$ cat src/rtl/i2c_stk_pkg.sv
package i2c_stk_pkg;
  // Decoded bus activity for one clock cycle, taken from the synchronised lines.
  typedef struct packed {
    logic start;     // SDA fell while SCL stayed high
    logic stop;      // SDA rose while SCL stayed high
    logic scl_rise;  // SCL went low to high
    logic scl_fall;  // SCL went high to low
    logic scl_lvl;   // current synchronised SCL level
  } bus_evt_t;
endpackage

$ cat src/rtl/i2c_stk_sync.sv
module i2c_stk_sync
  import i2c_stk_pkg::*;
#(
  parameter int STAGES = 2
) (
  input  logic     clk,
  input  logic     rst_n,
  input  logic     scl_in,
  input  logic     sda_in,
  output bus_evt_t evt
);
  localparam int LAST = STAGES - 1;

  logic [STAGES-1:0] scl_ff, sda_ff;
  logic              scl_prev, sda_prev;
  logic              scl_now, sda_now;

  // Synchroniser chain. Idle bus level is high.
  genvar g;
  generate
    for (g = 0; g < STAGES; g++) begin : g_stage
      always_ff @(posedge clk or negedge rst_n) begin
        if (!rst_n) begin
          scl_ff[g] <= 1'b1;
          sda_ff[g] <= 1'b1;
        end else begin
          scl_ff[g] <= (g == 0) ? scl_in : scl_ff[(g == 0) ? 0 : g - 1];
          sda_ff[g] <= (g == 0) ? sda_in : sda_ff[(g == 0) ? 0 : g - 1];
        end
      end
    end
  endgenerate

  assign scl_now = scl_ff[LAST];
  assign sda_now = sda_ff[LAST];

  always_ff @(posedge clk or negedge rst_n) begin
    if (!rst_n) begin
      scl_prev <= 1'b1;
      sda_prev <= 1'b1;
    end else begin
      scl_prev <= scl_now;
      sda_prev <= sda_now;
    end
  end

  always_comb begin
    evt.scl_lvl  = scl_now;
    evt.scl_rise = scl_now & ~scl_prev;
    evt.scl_fall = ~scl_now & scl_prev;
    evt.start    = scl_now & scl_prev & sda_prev & ~sda_now;
    evt.stop     = scl_now & scl_prev & ~sda_prev & sda_now;
  end
endmodule

$ cat src/rtl/i2c_stk_busy.sv
module i2c_stk_busy (
  input  logic clk,
  input  logic rst_n,
  input  logic en,
  input  logic start,
  input  logic stop,
  output logic busy
);
  logic busy_q, busy_d;

  always_comb begin
    busy_d = busy_q;
    if (!en)        busy_d = 1'b0;
    else if (start) busy_d = 1'b1;
    else if (stop)  busy_d = 1'b0;
  end

  always_ff @(posedge clk or negedge rst_n) begin
    if (!rst_n) busy_q <= 1'b0;
    else        busy_q <= busy_d;
  end

  assign busy = busy_q;
endmodule

$ cat src/rtl/i2c_stk_timer.sv
module i2c_stk_timer #(
  parameter int LIM_W = 16
) (
  input  logic             clk,
  input  logic             rst_n,
  input  logic             armed,
  input  logic             restart,
  input  logic [LIM_W-1:0] limit,
  input  logic             flag_clr,
  output logic             flag,
  output logic             pulse
);
  localparam logic [LIM_W-1:0] CNT_MAX = '1;

  logic [LIM_W-1:0] cnt_q, cnt_d;
  logic             cnt_en;
  logic             hit;
  logic             flag_q, flag_d;
  logic             pulse_q, pulse_d;

  // The counter saturates, so a lowered limit still compares correctly.
  always_comb begin
    cnt_d  = cnt_q;
    cnt_en = 1'b0;
    if (!armed || restart) begin
      cnt_d  = '0;
      cnt_en = (cnt_q != '0);
    end else if (cnt_q != CNT_MAX) begin
      cnt_d  = cnt_q + 1'b1;
      cnt_en = 1'b1;
    end
  end

  always_comb begin
    hit     = armed & ~restart & (limit != '0) & (cnt_q >= limit);
    flag_d  = hit | (flag_q & ~flag_clr);
    pulse_d = hit & ~flag_q;
  end

  always_ff @(posedge clk or negedge rst_n) begin
    if (!rst_n) cnt_q <= '0;
    else if (cnt_en) cnt_q <= cnt_d;
  end

  always_ff @(posedge clk or negedge rst_n) begin
    if (!rst_n) begin
      flag_q  <= 1'b0;
      pulse_q <= 1'b0;
    end else begin
      flag_q  <= flag_d;
      pulse_q <= pulse_d;
    end
  end

  assign flag  = flag_q;
  assign pulse = pulse_q;
endmodule

$ cat src/rtl/i2c_stuck_mon.sv
module i2c_stuck_mon
  import i2c_stk_pkg::*;
#(
  parameter int LIM_W       = 16,
  parameter int SYNC_STAGES = 2
) (
  input  logic             clk,
  input  logic             rst_n,
  input  logic             enable,
  input  logic [LIM_W-1:0] timeout_lim,
  input  logic             scl_in,
  input  logic             sda_in,
  input  logic             clr_evt_to,
  input  logic             clr_scl_to,
  output logic             bus_busy,
  output logic             evt_to_flag,
  output logic             evt_to_pulse,
  output logic             scl_to_flag,
  output logic             scl_to_pulse
);
  logic     rst_meta, rst_int_n;
  bus_evt_t evt;
  logic     busy;
  logic     armed;
  logic     evt_restart, scl_restart;

  // Reset: asynchronous assert, synchronous release.
  always_ff @(posedge clk or negedge rst_n) begin
    if (!rst_n) begin
      rst_meta  <= 1'b0;
      rst_int_n <= 1'b0;
    end else begin
      rst_meta  <= 1'b1;
      rst_int_n <= rst_meta;
    end
  end

  i2c_stk_sync #(.STAGES(SYNC_STAGES)) u_sync (
    .clk(clk), .rst_n(rst_int_n), .scl_in(scl_in), .sda_in(sda_in), .evt(evt)
  );

  i2c_stk_busy u_busy (
    .clk(clk), .rst_n(rst_int_n), .en(enable),
    .start(evt.start), .stop(evt.stop), .busy(busy)
  );

  always_comb begin
    armed       = enable & busy;
    evt_restart = evt.start | evt.stop | evt.scl_rise | evt.scl_fall;
    scl_restart = evt.scl_lvl | evt.scl_fall;
  end

  i2c_stk_timer #(.LIM_W(LIM_W)) u_evt_tmr (
    .clk(clk), .rst_n(rst_int_n), .armed(armed), .restart(evt_restart),
    .limit(timeout_lim), .flag_clr(clr_evt_to),
    .flag(evt_to_flag), .pulse(evt_to_pulse)
  );

  i2c_stk_timer #(.LIM_W(LIM_W)) u_scl_tmr (
    .clk(clk), .rst_n(rst_int_n), .armed(armed), .restart(scl_restart),
    .limit(timeout_lim), .flag_clr(clr_scl_to),
    .flag(scl_to_flag), .pulse(scl_to_pulse)
  );

  assign bus_busy = busy;
endmodule

$ cat config.mk
export PLATFORM = sky130hd
export DESIGN_NAME = i2c_stuck_mon
export DESIGN_NICKNAME = d
export VERILOG_FILES = /design/src/rtl/i2c_stk_pkg.sv /design/src/rtl/i2c_stk_sync.sv /design/src/rtl/i2c_stk_busy.sv /design/src/rtl/i2c_stk_timer.sv /design/src/rtl/i2c_stuck_mon.sv
export SDC_FILE = /design/constraint.sdc
export NUM_CORES = 1
export LEC_CHECK = 0
export CAP_MARGIN = 25
export CORE_UTILIZATION = 25
export DETAILED_ROUTE_END_ITERATION = 10
export PLACE_DENSITY = 0.4
export SLEW_MARGIN = 10
export SYNTH_ARGS = -nofsm -noshare
export SYNTH_HDL_FRONTEND = slang
export SYNTH_SLANG_ARGS = --single-unit
$ cat constraint.sdc
create_clock -name clk -period 2.1 [get_ports clk]
set_clock_uncertainty 0.1 [all_clocks]
set_input_delay 0.315 -clock clk [delete_from_list [all_inputs] [get_ports clk]]
set_output_delay 0.315 -clock clk [all_outputs]
set_load 0.01 [all_outputs]
[Word-level counts from Yosys, hierarchy flattened]
Cells that the tools add are included.
Storage, ports and cells
  output and inout bits: 5
  input bits: 23
  bits in registers: 45
Cells by class
  order comparisons: 2
  bitwise logic cells: 34
  reductions and logical operators: 10
  $add $sub $neg: 2
  eq/ne operators: 3
  multiplexer cells: 11
Operators with widths (count)
  16-bit two-way mux: 4
  16-bit nonzero test: 3
  16-bit by 1-bit adder with 16-bit output, second input constant: 2
  16-bit >= comparator: 2
  16-bit inequality test, second input constant: 2
  1-bit bitwise AND: 18
  1-bit inverter: 10
  1-bit two-way mux: 7
  1-bit bitwise OR: 6
  2-bit AND reduction: 2
  2-bit nonzero test: 2
  3-bit by 1-bit inequality test with 1-bit output, second input constant: 1
  1-bit logical OR: 2
  1-bit zero test: 1

[Depth between registers and ports, before layout]
  depth in word-level cells: 11
  depth in mapped cells: 8
  depth with buffers taken out: 7

[Modules after synthesis]
A second synthesis with hierarchy kept.
Unflattened totals
  cell total of the unflattened synthesis: 346
  area total of the unflattened synthesis: 3123.0 um^2
By module, submodules not included
  i2c_stk_timer: area an instance 1402.6 um^2, cells each 163, sequential area each 450.4 um^2, instances 2
  i2c_stk_sync: area an instance 197.7 um^2, cells each 11, sequential area each 157.7 um^2, instances 1
  i2c_stuck_mon: area an instance 73.8 um^2, cells each 6, sequential area each 50.0 um^2, instances 1
  i2c_stk_busy: area an instance 46.3 um^2, cells each 3, sequential area each 25.0 um^2, instances 1

[Worst setup path before layout]
Ideal clock, no wire load.
  kind: register to register
  from: reg u_evt_tmr.cnt_q[13]
  to: reg u_evt_tmr.flag_q (netlist: u_evt_tmr.flag)
  arrival time: 1.769 ns
  cell stages (with the launch flop): 7
  path slack: 0.093 ns
  period minus slack after synthesis: 2.007 ns
  cells stage by stage: dfrtp_1 ha_1 nand4_1 nor3_1 or4_1 o31ai_1 o21ai_0
On the way
  longest elaborated chain between the ends: 3
Ends and longest elaborated chain
  start: declaration: RTL line i2c_stk_timer.sv:15  | logic [LIM_W-1:0] cnt_q, cnt_d;
  start signal: assignment: RTL line i2c_stk_timer.sv:42  | else if (cnt_en) cnt_q <= cnt_d;
  16-bit >= comparator: RTL line i2c_stk_timer.sv:35  | hit = armed & ~restart & (limit != '0) & (cnt_q >= limit);
  1-bit bitwise AND: RTL line i2c_stk_timer.sv:35
  1-bit bitwise OR: RTL line i2c_stk_timer.sv:36  | flag_d = hit | (flag_q & ~flag_clr);
  via u_evt_tmr.flag_d: RTL line i2c_stk_timer.sv:18  | logic flag_q, flag_d;
  end signal: assignment: RTL line i2c_stk_timer.sv:50  | flag_q <= flag_d;
  end: declaration: RTL line i2c_stk_timer.sv:18
The timed path passes the listed nets, and every way through them passes these cells.
A chain may end at the register's enable or synchronous reset.

[Worst setup path after layout]
  from: reg u_evt_tmr.cnt_q[14]
  to: reg u_evt_tmr.flag_q (netlist: u_evt_tmr.flag)
Same word-level chain as after synthesis.

==> impl_results.md <==
* Outcome: finished clean
* Peak VDD IR at 0.237 mV
* Power per cell area at 543 mW/mm^2
* CTS tree: yes
* Minimum clock period at 2.02 ns
* CP Capture Type: flop
* EDFF count, synth at 0
* Top FF cell, synth: dfrtp_1
* Finished Cell Area at 0.00425 sq mm
* Initial Utilization at 25.6%
* Vias per std cell at 4.93
* GRT Util Overall at 15.3%
* Period utilisation layout at 96.2%
* Leak at 0.00197 uW
* Vias at 2844
* Synth top area share at 31.9%
* Port bufs at 27
* DP HPWL at 7250 um
* Crit Path Class: flop to flop
* DRT Pass-1 Iters at 4
* Clk sink count at 45
* Number of H-tree levels at 2
* Total gr overflow at 0
* Relative slew slack at 47.1%
* CP max stage delay at 0.55 ns
* CP Cell Sequence: ha_1, nand4_1, nor2_1, or4_4, o31ai_4, o21ai_1
* Syn avg cell area at 9.19 sq um
* Worst hold slack at 0.0749 ns
* Area contributors post-synth: dfrtp_1, ha_1, dfstp_2
* Row cnt at 40
* Crit path max fanout at 3
* Setup crit start kind: flop
* Filler cell count at 1212
* Register bit total from synthesis at 45
* Asr flop ratio synth at 100%
* Drt total wl at 9250 um
* Unrepaired setup endpoints after global routing: no
* Routability cong. at 0.840
* Bufs on Longest Clock Path at 2
* Slowest CP cell: or4_4
* Max Cap Viol at 0
* Final ANT Viol Nets at 0
* Combinational power share at 18.3%
* Leading area contributor after synthesis: dfrtp_1
* Top-count cell post-synth: dfrtp_1
* Switching Share at 26.1%
* Reg2Reg Setup Slack at 0.08 ns
* Psw at 603 uW
* Die Width at 113 um
* Fmax at 495 MHz
* Sequential Power Share at 40.6%
* Sequential area share after synthesis at 37.0%
* Worst-path clk slew at 0.07 ns
* First-pass GRT wire length at 15000 um
* FF-to-FF path depth at 6
* Die Area at 0.0127 sq mm
* Residual DRC at 0
* Post-Synthesis Cells at 333
* Reg2reg end: u_evt_tmr.flag
* Largest net degree at the start of global routing at 33
* Nets at 488
* DRT iter0 DRCs at 147
* Final setup viols at 0
* Worst Hold Class: input pin to asynchronous set/reset pin
* Final hold vios at 0
* Vias in the first global route at 2966
* Crit path DAT at 2.10 ns
* Chip Height at 113 um
* CP required at 2.18 ns
* Distinct cells, synth at 53
* R2r startpoint: u_evt_tmr.cnt_q[14]
* Yosys warnings at 0
* Core area at 0.0120 sq mm
* # IOs at 28
* Clock root cell: clkbuf_16
* Slew Limit Fails at 0
* Internal at 1710 uW
* Worst-Margin Slew at 0.793 ns
* Routed length per instance at 16.0 um
* Cts bufs inserted at 5
* Mapped Nets at 392
* Power Total at 2310 uW
* Worst skew pair latency at 0.30 ns
* Synth top cells by count: dfrtp_1, ha_1, nand2_1
* Initial antenna violation count at 0
* Clock share of power at 41.2%
* Mapped cell area at 0.00306 sq mm
* Diodes inserted at 0
* Layout cell share with drive strength beyond 1 at 24.7%
* Syn-to-layout area delta at 38.8%
* Largest registers: u_evt_tmr.cnt_q: 16 flops, u_scl_tmr.cnt_q: 16 flops
* DP Area at 0.00397 sq mm
* Hold buffers post-CTS at 0
## metal layers
| layer | GRT usage [%] | vias to the layer above | share of wire [%] |
|---|---|---|---|
| met2 | 27.8 | 47 | 51 |
| met3 | 2.70 | 14 | 2.4 |
| met4 | 5.07 | 0 | 1.4 |
| met1 | 18.2 | 1344 | 45 |
| li1 | - | 1439 | - |
| met5 | 0 | - | 0 |
## power by group through the flow
| stage | registers [uW] | logic [uW] | clock network [uW] |
|---|---|---|---|
| floorplan | 949 | 204 | 0 |
| global placement | 953 | 414 | 0 |
| detailed placement | 954 | 419 | 0 |
| CTS | 939 | 424 | 982 |
| global route | 945 | 474 | 1000 |
| finish | 936 | 422 | 951 |
## worst max path at each step
stage | start | endpoint | slack (ns) | depth (start not counted)
floorplan | u_evt_tmr.cnt_q[13] | u_evt_tmr.flag | 0.09 | 6
global placement | timeout_lim[9] | u_evt_tmr.flag | -0.46 | 8
detailed placement | timeout_lim[15] | u_evt_tmr.flag | -0.51 | 8
CTS | timeout_lim[12] | u_evt_tmr.flag | 0.004 | 8
global route | u_evt_tmr.cnt_q[1] | u_evt_tmr.cnt_q[12] | 0.005 | 6
finish | u_evt_tmr.cnt_q[14] | u_evt_tmr.flag | 0.08 | 6
## through the flow
stage	setup slack, ns	cells	util, %	TNS (ns)
2_1_floorplan	0.0928	333	-	0
5_1_grt	0.00533	577	35.5	0
4_1_cts	0.00366	577	35.1	0
6_report	0.0795	577	35.5	0
3_5_place_dp	-0.509	568	33.2	-2.06
3_3_place_gp	-0.456	568	33.2	-1.88
## logic make-up after synthesis
kind of cell | after synthesis | synth area share, %
xor gates and xnor gates | 10 | 2.86
AOI/OAI and AO/OA | 69 | 13.9
other | 1 | 0.123
muxes | 8 | 3.07
and+or+nand+nor | 133 | 23.5
buffers and inverters | 31 | 4.82
DFF | 45 | 37.0
adders and majority gates | 36 | 14.7
## critical path: cells and delay by family (launching register included)
kind	cells	cell delay, ns
AOI/OAI and AO/OA	2	0.33
adders and majority gates	1	0.30
DFF	1	0.40
and+or+nand+nor	3	0.77
## cells in the final DEF (no fill, tap or decap), drive strengths merged, types with 3 or more instances in the layout
| master | instances |
|---|---|
| a211oi | 3 |
| a21oi | 20 |
| a31oi | 4 |
| and2 | 5 |
| and4 | 4 |
| buf | 69 |
| clkbuf | 7 |
| clkdlybuf4s50 | 19 |
| dfrtp | 39 |
| dfstp | 6 |
| dlygate4sd2 | 3 |
| dlymetal6s2s | 5 |
| ha | 36 |
| inv | 24 |
| mux2i | 7 |
| nand2 | 30 |
| nand3 | 17 |
| nand4 | 19 |
| nor2 | 22 |
| nor3 | 8 |
| nor4 | 14 |
| nor4b | 3 |
| o211ai | 3 |
| o21ai | 22 |
| o31ai | 3 |
| xnor2 | 6 |
| xor2 | 4 |
## cell type report
cell class	count	area, sq um	share of cell area (%)
flip-flops and latches	45	1140	26.7
inverters	24	90.1	2.12
clock inverters	1	30.0	0.707
multi-input cells	257	1870	44.0
well taps	147	184	4.33
clock buffers	7	143	3.36
repair buffers	96	797	18.8
## timing repair
action,4_1_cts,5_1_grt
setup endpoints to repair,4,16
buffers inserted,1,0
resized for setup,11,15
pin swaps,3,6
No activity file was read; power rests on OpenSTA's default activity.
